[config.mk]
export PLATFORM = sky130hd
export DESIGN_NAME = cs_holdoff
export DESIGN_NICKNAME = d
export VERILOG_FILES = /design/src/rtl/csh_pkg.sv /design/src/rtl/csh_rx_sync.sv /design/src/rtl/csh_limit.sv /design/src/rtl/csh_hold_timer.sv /design/src/rtl/csh_cs_out.sv /design/src/rtl/cs_holdoff.sv
export SDC_FILE = /design/constraint.sdc
export NUM_CORES = 1
export LEC_CHECK = 0
export BUFFER_PORTS_ARGS = -buffer_cell sky130_fd_sc_hd__clkbuf_2
export CAP_MARGIN = 10
export CORE_MARGIN = 10
export CORE_UTILIZATION = 49
export CTS_CLUSTER_DIAMETER = 120
export DETAILED_ROUTE_END_ITERATION = 12
export PLACE_DENSITY = 0.73
export SLEW_MARGIN = 25
export SYNTH_ARGS = -nofsm -noshare
export SYNTH_HDL_FRONTEND = slang
export SYNTH_HIERARCHICAL = 1
export SYNTH_SLANG_ARGS = --single-unit
export TNS_END_PERCENT = 30
[constraint.sdc]
create_clock -name clk -period 1.52 [get_ports clk]
set_input_delay 0.152 -clock clk [delete_from_list [all_inputs] [get_ports clk]]
set_output_delay 0.152 -clock clk [all_outputs]
set_load 0.01 [all_outputs]
[src/rtl/csh_pkg.sv]
// Shared definitions for the carrier sense hold-off timer.
// Assumes the oversample ratio is even and at least 2, so that the
// half-bit holds become whole numbers of strobes.
package csh_pkg;

    typedef enum logic [1:0] {
        HOLD_FOREVER = 2'b00,
        HOLD_LONG    = 2'b01,
        HOLD_MEDIUM  = 2'b10,
        HOLD_SHORT   = 2'b11
    } hold_code_e;

    // Strobe count for a code in a given receiver timing mode.
    function automatic int unsigned hold_ticks(hold_code_e code, logic ovs, int unsigned ratio);
        int unsigned half;
        half = ratio / 2;
        case (code)
            HOLD_LONG:   return ovs ? 13 * half : 14;
            HOLD_MEDIUM: return ovs ? 3 * half  : 4;
            HOLD_SHORT:  return ovs ? 2 * half  : 3;
            default:     return 1;
        endcase
    endfunction

    // Largest strobe count any code can ask for.
    function automatic int unsigned max_ticks(int unsigned ratio);
        int unsigned over;
        over = 13 * (ratio / 2);
        return (over > 14) ? over : 14;
    endfunction

endpackage

[src/rtl/csh_rx_sync.sv]
// Receive line synchroniser and change detector.
// Brings the asynchronous receive data into the clock domain through
// STAGES flops. It flags one cycle for every level change seen at the
// synchronised output. All flops reset to IDLE_LEVEL, so a line that
// sits at the idle level through reset produces no false change.
module csh_rx_sync #(
    parameter int   STAGES     = 2,
    parameter logic IDLE_LEVEL = 1'b1
) (
    input  logic clk,
    input  logic rst_n,
    input  logic rxd_i,
    output logic change_o
);

    logic rx_sync;
    logic rx_last;

    generate
        if (STAGES <= 1) begin : g_single
            // Single capture flop when a shallow synchroniser is enough.
            always_ff @(posedge clk) begin
                if (!rst_n) rx_sync <= IDLE_LEVEL;
                else        rx_sync <= rxd_i;
            end
        end else begin : g_chain
            logic [STAGES-1:0] chain;
            // Shift the raw line through the synchroniser chain.
            always_ff @(posedge clk) begin
                if (!rst_n) chain <= {STAGES{IDLE_LEVEL}};
                else        chain <= {chain[STAGES-2:0], rxd_i};
            end
            assign rx_sync = chain[STAGES-1];
        end
    endgenerate

    // Hold the previous synchronised level for change detection.
    always_ff @(posedge clk) begin
        if (!rst_n) rx_last <= IDLE_LEVEL;
        else        rx_last <= rx_sync;
    end

    assign change_o = rx_sync ^ rx_last;

endmodule

[src/rtl/csh_limit.sv]
// Hold length lookup.
// Builds an eight-entry table, indexed by {mode, code}, from the package
// function. Each entry is a constant, so the table reduces to a small
// mux. Assumes CNT_W is wide enough for max_ticks(RATIO).
module csh_limit
    import csh_pkg::*;
#(
    parameter int unsigned RATIO = 16,
    parameter int          CNT_W = 7
) (
    input  logic [1:0]       code_i,
    input  logic             ovs_i,
    output logic [CNT_W-1:0] limit_o
);

    localparam int ENTRIES = 8;

    logic [CNT_W-1:0] table_q [ENTRIES];

    generate
        for (genvar i = 0; i < ENTRIES; i++) begin : g_entry
            localparam int unsigned TICKS =
                hold_ticks(hold_code_e'(i % 4), (i >= 4) ? 1'b1 : 1'b0, RATIO);
            assign table_q[i] = CNT_W'(TICKS);
        end
    endgenerate

    // Select the entry for the current mode and code.
    always_comb begin
        limit_o = table_q[{ovs_i, code_i}];
    end

endmodule

[src/rtl/csh_hold_timer.sv]
// Hold-off down counter.
// A detected change loads the full hold length and marks the line
// active. A strobe during an active hold removes one count, and the
// last count clears the active flag. A change takes priority over a
// strobe in the same cycle. Assumes limit_i is at least 1.
module csh_hold_timer #(
    parameter int CNT_W = 7
) (
    input  logic             clk,
    input  logic             rst_n,
    input  logic             change_i,
    input  logic             tick_i,
    input  logic [CNT_W-1:0] limit_i,
    output logic             active_o
);

    logic [CNT_W-1:0] remain_q;
    logic             active_q;

    // Reload on change, count down on strobes, expire at the last count.
    always_ff @(posedge clk) begin
        if (!rst_n) begin
            remain_q <= '0;
            active_q <= 1'b0;
        end else if (change_i) begin
            remain_q <= limit_i;
            active_q <= 1'b1;
        end else if (tick_i && active_q) begin
            if (remain_q <= CNT_W'(1)) begin
                remain_q <= '0;
                active_q <= 1'b0;
            end else begin
                remain_q <= remain_q - CNT_W'(1);
            end
        end
    end

    assign active_o = active_q;

endmodule

[src/rtl/csh_cs_out.sv]
// Carrier-sense output stage.
// Registers the carrier-sense level as the active flag or the infinite
// hold override. It pulses the change output in the cycle the level
// moves. Resets to carrier present with no pulse.
module csh_cs_out (
    input  logic clk,
    input  logic rst_n,
    input  logic force_i,
    input  logic active_i,
    output logic cs_o,
    output logic chg_o
);

    logic cs_next;
    logic cs_q;
    logic chg_q;

    assign cs_next = force_i | active_i;

    // Register the level and flag any difference from its last value.
    always_ff @(posedge clk) begin
        if (!rst_n) begin
            cs_q  <= 1'b1;
            chg_q <= 1'b0;
        end else begin
            cs_q  <= cs_next;
            chg_q <= cs_next ^ cs_q;
        end
    end

    assign cs_o  = cs_q;
    assign chg_o = chg_q;

endmodule

[src/rtl/cs_holdoff.sv]
// Carrier sense hold-off timer, top level.
// Resynchronises the receive line, detects level changes, and times a
// programmable quiet period in tick_i strobes. It drives a registered
// carrier-sense level with a one-cycle change pulse. Assumes tick_i is
// a single-cycle strobe in the clk domain and OVS_RATIO is even.
module cs_holdoff
    import csh_pkg::*;
#(
    parameter int unsigned OVS_RATIO   = 16,
    parameter int          SYNC_STAGES = 2,
    parameter logic        IDLE_LEVEL  = 1'b1
) (
    input  logic       clk,
    input  logic       rst_n,
    input  logic       rxd_i,
    input  logic       tick_i,
    input  logic       ovs_mode_i,
    input  logic [1:0] hold_code_i,
    output logic       cs_o,
    output logic       cs_chg_o
);

    localparam int unsigned MAX_HOLD = max_ticks(OVS_RATIO);
    localparam int          CNT_W    = $clog2(MAX_HOLD + 1);

    logic             edge_w;
    logic [CNT_W-1:0] limit_w;
    logic             active_w;
    logic             forever_w;

    assign forever_w = (hold_code_e'(hold_code_i) == HOLD_FOREVER);

    csh_rx_sync #(
        .STAGES     (SYNC_STAGES),
        .IDLE_LEVEL (IDLE_LEVEL)
    ) u_rx_sync (
        .clk      (clk),
        .rst_n    (rst_n),
        .rxd_i    (rxd_i),
        .change_o (edge_w)
    );

    csh_limit #(
        .RATIO (OVS_RATIO),
        .CNT_W (CNT_W)
    ) u_limit (
        .code_i  (hold_code_i),
        .ovs_i   (ovs_mode_i),
        .limit_o (limit_w)
    );

    csh_hold_timer #(
        .CNT_W (CNT_W)
    ) u_timer (
        .clk      (clk),
        .rst_n    (rst_n),
        .change_i (edge_w),
        .tick_i   (tick_i),
        .limit_i  (limit_w),
        .active_o (active_w)
    );

    csh_cs_out u_out (
        .clk      (clk),
        .rst_n    (rst_n),
        .force_i  (forever_w),
        .active_i (active_w),
        .cs_o     (cs_o),
        .chg_o    (cs_chg_o)
    );

endmodule

; Word-level counts from Yosys, hierarchy flattened
; Memory sizes are Yosys's and may differ from the RTL's.
; Cells that the tools add are included.
; W data, S select, Z words.
[word_totals]
memories = 1
rom_bits = 56
wordCells = 27
register_bits = 13
inputBits = 7
output_inout_bits = 2
[memory_table]
columns = memory, words, width, rd, rd_ports_with_merged_regs, write_ports, line
row1 = (name not given), 8, 7, 1, 0, 0, csh_limit.sv:30  ; limit_o = table_q[{ovs_i, code_i}];
[classes]
order_cmp = 2
n_addsub = 1
reduce_logical = 5
n_mux = 8
n_bitwise = 4
[ops]
columns = op, n
row1 = $mux W7, 5
row2 = $le A7 B1 Y1 const B, 1
row3 = $sub A7 B1 Y7 const B, 1
row4 = $ge A4 B4 Y1 const B, 1
row5 = $not A3 Y4, 1
row6 = $reduce_bool A2 Y1, 2
row7 = $mux W1, 3
row8 = $logic_not A2 Y1, 1
row9 = $reduce_and A2 Y1, 1
row10 = $xor A1 B1 Y1, 2
row11 = $logic_and A1 B1 Y1, 1
row12 = $or A1 B1 Y1, 1

; Logic depth before layout (Yosys ltp)
[logic_depth]
word_depth = 5
depth_mapped = 8
mapped_depth_nobuf = 7

; Hierarchy
; Netlist, hierarchy kept.
[by_module_without_submodules]
columns = mod, area_per_inst_um2, instances, cells_each, seq_area_each_um2
row1 = csh_hold_timer, 506.7, 1, 61, 160.2
row2 = csh_rx_sync, 87.6, 1, 7, 60.1
row3 = csh_limit, 86.3, 1, 12, 0.0
row4 = csh_cs_out, 65.1, 1, 7, 40.0
row5 = cs_holdoff, 3.8, 1, 1, 0.0

; Worst setup path before layout
; OpenSTA, ideal clock, no wires.
[synth_path]
kind = register to register
start = register u_timer.remain_q[2]
end = register u_timer.remain_q[3]
synth_period_minus_slack_ns = 1.586
stages_incl_launch_ff = 5
setup_time_ns = 0.115
arrival_ns = 1.471
required_ns = 1.405
setup_slack_ns = -0.066
path_buffers = 0
path_cell_list = dfxtp_1 or4_4 o311ai_4 o221ai_1 and2_1
[synth_via]
elab_chain_len = 4
word_cells_on_any_way = 5
cone_classes = 1 x add/sub / 1 x order compare / 3 x mux
[synth_lines]
columns = element, line
row1 = "start, declared", csh_hold_timer.sv:17  ; logic [CNT_W-1:0] remain_q;
row2 = "start signal, assigned", csh_hold_timer.sv:26  ; remain_q <= limit_i;
row3 = "start signal, assigned", csh_hold_timer.sv:33  ; remain_q <= remain_q - CNT_W'(1);
row4 = $sub A7 B1 Y7 or $le A7 B1 Y1 (tied branches), "csh_hold_timer.sv:33, csh_hold_timer.sv:29"
row5 = $mux W7 (*), csh_hold_timer.sv:29  ; if (remain_q <= CNT_W'(1)) begin
row6 = $mux W7 (*), csh_hold_timer.sv:28  ; end else if (tick_i && active_q) begin
row7 = $mux W7 (*), csh_hold_timer.sv:25  ; end else if (change_i) begin
; Mark *: on every way between the ends. The rest lies on a longest branch, timed or not. The select of a mux whose other input is x is not followed.
; A chain may end at the register's enable or synchronous reset.

; Worst setup path after layout
[layout_path]
start = register u_timer.remain_q[5]
end = register u_timer.remain_q[3]
[layout_via]
elab_chain_len = 4
[layout_lines]
columns = element, line
row1 = $le A7 B1 Y1, csh_hold_timer.sv:29
row2 = $mux W7, csh_hold_timer.sv:29
row3 = $mux W7, csh_hold_timer.sv:28
row4 = $mux W7, csh_hold_timer.sv:25
; Every way passes these cells. The select of a mux whose other input is x is not followed.

==> out/results.ini <==
[finish]
post-route-util_pct=60.8
design_area_um2=895
area_delta_synth_final_pct=19.4
fin_nets=118
multi_input_area_um2=459
num_antenna_cells=0
fillers=138
seqCellArea_um2=263
layout-drive-gt1-share_pct=26.4

[logic_synthesis]
synthMostInstantiatedCell=dfxtp_1
async_reset_ff_share_pct=0
ys_top_cells_by_area=dfxtp_1, ha_1, nand2_1, and2_1, o21ai_0
yosys-top-cells-count=dfxtp_1, nand2_1, and2_1, inv_1, o21ai_0
synth_seq_area_share_pct=34.7
yosysWarnings=6
synth_area_per_cell_um2=8.52
syn_nets=99
syn_inst=88
synth_area_um2=749
synth_cell_types=31
synth_top_area_cell=dfxtp_1
synth-edff-count=0
ys_seq_elements=13
synthFlopType=dfxtp_1
synth_top_area_share_pct=34.7

[sta]
setup_violations=6
period_share_pct=109
relSlewSlack_pct=74.8
tightest_slew_ns=0.377
finalHoldWorstSlack_ns=0.0649
fin_skew_ns=0.00786
slew_violations=0
min_period_ns=1.65
rsz0062_at_grt=true
hold_violations=0
fmax_mhz=605
setup_ws_ns=-0.132

[placed_design]
gp_congestion=0.830
place_area_um2=850
dpl.hpwl_mm=1.24
port-buffer-count=8

[clocking]
ctsLongestPathBuffers=2
cts_root_buf=clkbuf_4
clkLatencyLatePin_ns=0.27
cts_sinks=13
h-tree-depth=1
cts_tree=done
cts_buffers=3
clkTransAtPathRegs_ns=0.08
cts_hold_buf=0

[global_routing]
antenna_found_initial=0
grt_max_degree=14
grt_pass1_vias=618
grt_pass1_wl_mm=2.63
grt_overflow=0
track_usage_pct=9.47

[floorplan]
chipHeight_um=59.1
num_rows=14
fp.dieW_um=59.1
die-area_um2=3490
io-pin-count=9
coreArea_um2=1470
start_util_pct=50.9

[min_path]
hold_path_class=in2reg

[routing]
drt_first_iter_violations=23
drc=0
via_per_inst=5.62
drt-total-wl_mm=1.61
vias=686
drt-wirelength-per-cell_um=13.2
drt_first_pass_iters=4
ant_nets=0

[status]
status=finished with violations
violations=setup timing

[worst_setup_path]
critPathMaxFanout=6
r2r_slack_ns=-0.13
worst-setup-path-type=reg2reg
cp.required_ns=1.69
crit_path_start_kind=flip-flop
worstSetupEndpointType=flip-flop
arrival_ns=1.82

[job]
max-cap-violations=0

[power_and_ir_drop]
powerDensity_nw_per_um2=867
peakVddDrop_uv=505
p_leak_nw=0.401

-- kinds of logic after synthesis --
logic type      after synthesis  share of synthesized area (%)
xor+xnor                      2                           2.34
mux                           1                           2.00
buf+inv                       9                           5.18
fa+ha+maj                     4                           6.68
simple gates                 38                           26.9
flops                        13                           34.7
compound gates               21                           22.2
-- final cells by class --
class | instances | share of cell area, %
flip-flops and latches | 13 | 29.4
repair buffers | 16 | 11.2
multi-input cells | 66 | 51.3
well taps | 16 | 2.24
inverters | 7 | 2.94
clock buffers | 4 | 2.94
-- state kept, by name, indices dropped and copies added, names as in the netlist --
register                 flops
u_timer/remain_q             7
u_rx_sync/g_chain.chain      2
u_out/chg_o                  1
u_out/cs_o                   1
u_rx_sync/rx_last            1
u_timer/active_o             1
-- placed cells by master, fill, tap and decap left out, types with 2 or more instances in the layout --
| cell | instances |
|---|---|
| or3_1 | 3 |
| and2_1 | 7 |
| nand2_1 | 12 |
| dfxtp_2 | 2 |
| ha_1 | 4 |
| nor2_1 | 4 |
| inv_1 | 7 |
| o21ai_0 | 6 |
| o21a_1 | 2 |
| o221ai_1 | 2 |
| dfxtp_1 | 11 |
| buf_4 | 8 |
| clkbuf_4 | 3 |
| a31oi_1 | 2 |
| or4_4 | 2 |
| and3_1 | 2 |
| clkbuf_2 | 8 |
| nand2b_1 | 3 |
| a21oi_1 | 3 |
-- worst max-delay path: stages, from the launching register on --
cell and delay (ns):
dfxtp_2 0.32, or4_4 0.55, o311ai_4 0.36, o221ai_1 0.14, and2_1 0.17
-- layer usage --
layer,track usage (%),share of wire (%),vias to the layer above
met5,0,0,-
met4,4.59,0.50,0
met3,2.58,6.0,2
met2,14.3,48,29
met1,12.0,46,311
li1,-,-,344
-- path summary, 6_finish.rpt --
path                              start                          to  cells after the start
max                 u_timer/remain_q[5]         u_timer/remain_q[3]                      4
min                               rxd_i  u_rx_sync/g_chain.chain[0]                      2
min reg2reg  u_rx_sync/g_chain.chain[0]  u_rx_sync/g_chain.chain[1]                      1
max reg2reg         u_timer/remain_q[5]         u_timer/remain_q[3]                      4
-- report_power, final --
part	internal, mW	switching, mW	total, mW
registers	0.360	0.0155	0.376
clock network	0.101	0.107	0.209
logic	0.0969	0.0947	0.192
-- what timing repair did --
item,4_1_cts,5_1_grt
resized for setup,3,1
setup endpoints to repair,7,7
buffers inserted,1,0
pin swaps,1,0
-- metrics by stage --
step	std cells	setup slack, ns	TNS [ns]	power [mW]
final	122	-0.132	-0.617	0.776
after CTS	122	-0.126	-0.566	0.786
after global routing	122	-0.197	-0.986	0.826
after detailed placement	117	-0.129	-0.586	0.565
after global placement	117	-0.0785	-0.341	0.560
after floorplan	88	-0.0656	-0.201	0.503
No activity file was read; power rests on OpenSTA's default activity.
